==> src/rtl/bypass_pkg.sv <==
package bypass_pkg;
  localparam int unsigned NUM_DIRS = 4;
  typedef enum logic [1:0] {
    DIR_WE = 2'd0,
    DIR_EW = 2'd1,
    DIR_NS = 2'd2,
    DIR_SN = 2'd3
  } dir_e;
endpackage

==> src/rtl/bypass_req_gen.sv <==
module bypass_req_gen #(
  parameter int HPC_MAX = 4,
  parameter int HOP_W   = 4,
  localparam int VW     = HPC_MAX - 1
) (
  input  logic             clk,
  input  logic             rst,
  input  logic             win_valid,
  input  logic [HOP_W-1:0] hops_left,
  output logic [VW-1:0]    req_out
);
  int n_pass;

  always_comb begin
    if (!win_valid || hops_left == '0)
      n_pass = 0;
    else if (int'(hops_left) >= HPC_MAX)
      n_pass = VW;
    else
      n_pass = int'(hops_left) - 1;
    for (int i = 0; i < VW; i++)
      req_out[VW-1-i] = (i < n_pass);
  end

  logic [VW-1:0] inv_c, thermo_c;
  assign inv_c    = ~req_out;
  assign thermo_c = (inv_c + VW'(1)) & inv_c;

  AST_REQ_THERMO: assert property (@(posedge clk) disable iff (rst)
    thermo_c == '0);
  AST_REQ_SATURATE: assert property (@(posedge clk) disable iff (rst)
    (win_valid && int'(hops_left) >= HPC_MAX) |-> (&req_out));
  AST_NO_WIN_ZERO: assert property (@(posedge clk) disable iff (rst)
    !win_valid |-> (req_out == '0));
endmodule

==> src/rtl/bypass_slot_shift.sv <==
module bypass_slot_shift #(
  parameter int HPC_MAX = 4,
  localparam int VW     = HPC_MAX - 1,
  localparam int SLOTS  = HPC_MAX - 1,
  localparam int SW     = SLOTS * VW
) (
  input  logic             clk,
  input  logic             rst,
  input  logic [SW-1:0]    slots_in,
  input  logic [VW-1:0]    new_req,
  output logic [SW-1:0]    slots_out,
  output logic [SLOTS-1:0] msbs
);
  assign slots_out[0 +: VW] = new_req;

  for (genvar k = 0; k < SLOTS; k++) begin : g_msb
    assign msbs[k] = slots_in[k*VW + VW - 1];
  end

  for (genvar k = 1; k < SLOTS; k++) begin : g_move
    assign slots_out[k*VW +: VW] = {slots_in[(k-1)*VW +: VW-1], 1'b0};

    AST_RELAY_LSB_ZERO: assert property (@(posedge clk) disable iff (rst)
      slots_out[k*VW] == 1'b0);
    AST_IN_SLOT_LEGAL: assert property (@(posedge clk) disable iff (rst)
      slots_in[k*VW +: k] == '0);
  end
endmodule

==> src/rtl/bypass_arb.sv <==
module bypass_arb #(
  parameter int HPC_MAX = 4,
  localparam int SLOTS  = HPC_MAX - 1
) (
  input  logic             clk,
  input  logic             rst,
  input  logic [SLOTS-1:0] msbs,
  input  logic             free_vc,
  input  logic             local_req,
  output logic             flag
);
  logic want_pass;
  assign want_pass = |msbs;

  always_ff @(posedge clk) begin
    if (rst)
      flag <= 1'b0;
    else
      flag <= want_pass && free_vc && !local_req;
  end

  AST_FLAG_NEEDS_REQ: assert property (@(posedge clk) disable iff (rst)
    flag |-> $past(want_pass));
  AST_LOCAL_PRIO: assert property (@(posedge clk) disable iff (rst)
    local_req |=> !flag);
  AST_NEEDS_VC: assert property (@(posedge clk) disable iff (rst)
    !free_vc |=> !flag);
endmodule

==> src/rtl/bypass_ctrl.sv <==
module bypass_ctrl #(
  parameter int HPC_MAX = 4,
  parameter int HOP_W   = 4,
  parameter int NDIR    = bypass_pkg::NUM_DIRS,
  localparam int VW     = HPC_MAX - 1,
  localparam int SLOTS  = HPC_MAX - 1,
  localparam int SW     = SLOTS * VW
) (
  input  logic                  clk,
  input  logic                  rst,
  input  logic [NDIR*SW-1:0]    ssr_in,
  input  logic [NDIR-1:0]       win_valid,
  input  logic [NDIR*HOP_W-1:0] hops_left,
  input  logic [NDIR-1:0]       local_req,
  input  logic [NDIR-1:0]       free_vc,
  output logic [NDIR*SW-1:0]    ssr_out,
  output logic [NDIR-1:0]       bypass_flag
);
  for (genvar d = 0; d < NDIR; d++) begin : g_dir
    logic [VW-1:0]    gen_req;
    logic [SLOTS-1:0] in_msbs;

    bypass_req_gen #(.HPC_MAX(HPC_MAX), .HOP_W(HOP_W)) u_gen (
      .clk       (clk),
      .rst       (rst),
      .win_valid (win_valid[d]),
      .hops_left (hops_left[d*HOP_W +: HOP_W]),
      .req_out   (gen_req)
    );

    bypass_slot_shift #(.HPC_MAX(HPC_MAX)) u_shift (
      .clk       (clk),
      .rst       (rst),
      .slots_in  (ssr_in[d*SW +: SW]),
      .new_req   (gen_req),
      .slots_out (ssr_out[d*SW +: SW]),
      .msbs      (in_msbs)
    );

    bypass_arb #(.HPC_MAX(HPC_MAX)) u_arb (
      .clk       (clk),
      .rst       (rst),
      .msbs      (in_msbs),
      .free_vc   (free_vc[d]),
      .local_req (local_req[d]),
      .flag      (bypass_flag[d])
    );
  end

  AST_RESET_FLAGS: assert property (@(posedge clk)
    rst |=> (bypass_flag == '0));
endmodule

==> config.mk <==
export PLATFORM = sky130hd
export DESIGN_NAME = bypass_ctrl
export DESIGN_NICKNAME = d
export VERILOG_FILES = /design/src/rtl/bypass_pkg.sv /design/src/rtl/bypass_req_gen.sv /design/src/rtl/bypass_slot_shift.sv /design/src/rtl/bypass_arb.sv /design/src/rtl/bypass_ctrl.sv
export SDC_FILE = /design/constraint.sdc
export NUM_CORES = 1
export LEC_CHECK = 0
export BUFFER_PORTS_ARGS = -buffer_cell sky130_fd_sc_hd__buf_2
export CAP_MARGIN = 0
export CORE_ASPECT_RATIO = 1.5
export CORE_MARGIN = 4
export CORE_UTILIZATION = 37
export CTS_CLUSTER_DIAMETER = 100
export DETAILED_ROUTE_END_ITERATION = 12
export PLACE_DENSITY = 0.95
export SLEW_MARGIN = 30
export SYNTH_ARGS = -nofsm -noshare
export SYNTH_HDL_FRONTEND = slang
export SYNTH_HIERARCHICAL = 1
export SYNTH_SLANG_ARGS = --single-unit
export TNS_END_PERCENT = 30
==> constraint.sdc <==
create_clock -name clk -period 3.9 [get_ports clk]
set_input_delay 0.78 -clock clk [delete_from_list [all_inputs] [get_ports clk]]
set_output_delay 0.78 -clock clk [all_outputs]
set_load 0.01 [all_outputs]
==> out/results.md <==
| Stage | Result | This run |
| --- | --- | --- |
| die | Floorplan die width | 49.29 µm |
| placed design | PortBufs | 57 |
| setup path | Maximum net fanout on the critical path | 4 |
| setup path | Critical path launch point | hops_left[8] |
| placed design | DP HPWL | 1.624 mm |
| synthesis | Number of instances in the synthesized netlist | 120 |
| cells and area | Fill cell count | 262 |
| route | Number of design-rule violations left by the first detailed-router iteration | 0 |
| setup path | Ordered list of cells on the worst path | buf_2, inv_1, ha_1, or2_1, a221oi_1, buf_2 |
| sta | Maximum clock rate | 369.3 MHz |
| grt | Busiest metal layer after global routing | met2 |
| die | Top-level I/O count | 106 |
| placed design | Area post-placement | 915.9 µm² |
| cts | TritonCTS buffer count | 3 |
| route | Routed via count divided by cell count | 4.931 |
| cells and area | Area of all placed cells without fillers | 938.4 µm² |
| setup path | Largest delay contributor family on the critical path | buffers and inverters |
| die | Die Footprint | 0.003446 mm² |
| sta | Max-slew violation count | 0 |
| route | Vias after detailed routing | 789 |
| sta | Period Utilization, post-route | 69.43% |
| grt | Aggregate global-route resource usage | 10.17% |
| cells and area | Register bank with the most flops | g_dir.u_arb/flag |
| die | Placeable Area | 0.002450 mm² |
| cells and area | Post-layout nets | 212 |
| synthesis | Post-Synthesis Cell Area | 945.9 µm² |
| cells and area | Share of layout cells above drive strength 1 | 50.00% |
| cells and area | Antenna Diode Count | 0 |
| die | Starting utilization of the core area | 38.61% |
| setup path | Cell at the slowest stage of the critical path | a221oi_1 |
| pwr | Internal power consumption | 120.3 µW |
| grt | Number of global-route vias before repair | 799 |
| pwr | Power density relative to cell area | 192.5 mW/mm² |
| synthesis | Portion of the post-synthesis area used by sequential elements | 8.466% |
| synthesis | Synthesized area per cell | 7.883 µm² |
| synthesis | Count of warnings emitted by yosys | 6 |
| route | Average wire per standard cell | 10.98 µm |
| pwr | Peak supply drop | 0.05920 mV |
| outcome | Outcome | complete, no violations |
| cts | TritonCTS clock tree | built |
| setup path | Endpoint required time on the critical path | 3120 ps |
| setup path | Critical Path AT | 1930 ps |
| setup path | CP startpoint kind | input pin |
| min path | Type of the tightest min-delay check | input pin to flop |
| route | Drt drc | 0 |
| pwr | Sequential fraction of design power | 23.9% |
| sta | Worst hold slack after final layout | 706.5 ps |
| pwr | Clock network fraction of total power | 28.4% |
| setup path | Number of buffers and inverters on the critical path | 3 |
| sta | Final setup violation count | 0 |
| cts | Resize count post-CTS | 0 |
| sta | Fin crit period | 2708 ps |
| grt | Maximum number of pins on one net before global-route repair | 5 |
| setup path | Critical Path End Type | output port |
| cts | H-tree levels | 1 |
| cts | Clock transition time at the flip-flop clock pins of the worst setup and hold paths | 40 ps |
| placed design | Number of instances in the placed design | 157 |
| setup path | Top cell by count, worst path | buf_2 |
| cells and area | Area growth from synthesis to layout | -0.7936% |
| setup path | Setup CP Type | input pin to output port |
| cells and area | Largest registers | g_dir.u_arb/flag: 4 flops |
| cts | CTS Root Buffer Type | clkbuf_4 |
| pwr | Power spent charging and discharging nets | 60.35 µW |
| cts | Hold-fix buffers at CTS | 0 |
| pwr | Switching share of total power | 33.40% |
| synthesis | Count of unique library cells instantiated by Yosys | 13 |
| route | Final wirelength | 1.757 mm |
| route | Post-route antenna net violation count | 0 |
| sta | Hold Violations, Final | 0 |
| grt | Global routing usage on met1 | 8.237% |
| min path | Min-Delay Startpoint | local_req[2] |
| pwr | Combinational cell fraction of total power | 47.7% |
| grt | Wire length of the first global-routing pass | 2.835 mm |
| flow run | Max-cap viol count | 0 |
| grt | Met3 demand-to-capacity share in global routing | 3.625% |
| synthesis | Number of storage elements in the synthesis netlist | 4 |
| route | TritonRoute pass-1 iters | 1 |
| grt | Met2 track demand over resource | 18.66% |
| grt | Initial antenna violation count | 0 |
| cts | Clock Sinks | 4 |
| sta | Unrepaired setup endpoints after global routing | false |
| pwr | Leakage power figure | 0.0005333 µW |
| grt | Congestion Overflow GR | 0 |
| cts | Maximum clock insertion buffer count | 2 |
| die | Height of the chip | 69.93 µm |
| cts | Count of buffers added by post-CTS timing repair for setup | 0 |
| setup path | Delay of the slowest cell on the worst path | 300 ps |
| placed design | Final GP Congestion | 0.6724 |
| cells and area | Non-Filler Instances | 160 |
| die | Number of rows in the core area | 22 |
| cells and area | Flip-flop count of the largest register after layout | 4 |
| sta | Setup TNS | 0 ps |
worst paths after layout:
path | endpoint | slack [ps] | depth (start not counted)
max | ssr_out[20] | 1190 | 6
min | g_dir[2].u_arb/flag$_SDFF_PP0_ | 710 | 2
placed cells by master, fill, tap and decap left out:
master    count
dfxtp_1       4
clkbuf_4      3
a21o_1        4
nor3_1        8
a221oi_1     12
or2_1         4
ha_1          8
o21ba_2       4
nor3b_1       4
nor2_1        4
conb_1        8
buf_2        57
inv_1        12
nor4b_2       4
power groups by stage:
stage | logic (µW) | clock network [µW] | registers, µW
after global routing | 97.3 | 58.2 | 43.2
after CTS | 87.2 | 55.2 | 43.1
final | 86.3 | 51.3 | 43.1
after detailed placement | 86.8 | 0 | 43.7
after floorplan | 88.6 | 0 | 44.7
after global placement | 84.3 | 0 | 43.7
kinds of logic after synthesis:
family	Yosys count	share of synthesized area [%]
other	4	1.587
buffers and inverters	60	42.86
AND/OR/NAND/NOR	24	17.99
adder cells (fa/ha/maj)	8	10.58
flip-flops	4	8.466
AO/OA/AOI/OAI	20	18.52
cells in the mapped netlist:
master | count | area (µm²)
o21ba_2 | 4 | 40.04
nor2_1 | 4 | 15.01
or2_1 | 4 | 25.02
conb_1 | 4 | 15.01
ha_1 | 8 | 100.1
dfxtp_1 | 4 | 80.08
inv_1 | 12 | 45.04
a221oi_1 | 12 | 105.1
a21o_1 | 4 | 30.03
buf_4 | 48 | 360.4
nor3_1 | 8 | 40.04
nor3b_1 | 4 | 30.03
nor4b_2 | 4 | 60.06
per-stage QoR:
step	util [%]	total power (µW)	setup slack, ps
6_report	38.30	180.7	1192
5_1_grt	38.30	198.7	1053
4_1_cts	38.30	185.5	1187
3_5_place_dp	37.39	130.6	1189
3_3_place_gp	37.39	128.0	1232
2_1_floorplan	-	133.3	1427
cell type report:
class / instances / area, µm² / share of cell area, %
Multi-Input combinational cell: 60 / 475.5 / 50.67
Timing Repair Buffer: 57 / 285.3 / 30.40
Inverter: 12 / 45.04 / 4.800
Sequential cell: 4 / 80.08 / 8.533
Clock buffer: 3 / 22.52 / 2.400
Tap cell: 24 / 30.03 / 3.200
routing by layer:
layer  vias to the layer above  wire length [µm]
met5                         -                 0
met2                        58               893
met4                         0                55
met3                         8               273
li1                        390                 -
met1                       333               534
Note: power is estimated with default switching activity, not from simulation.
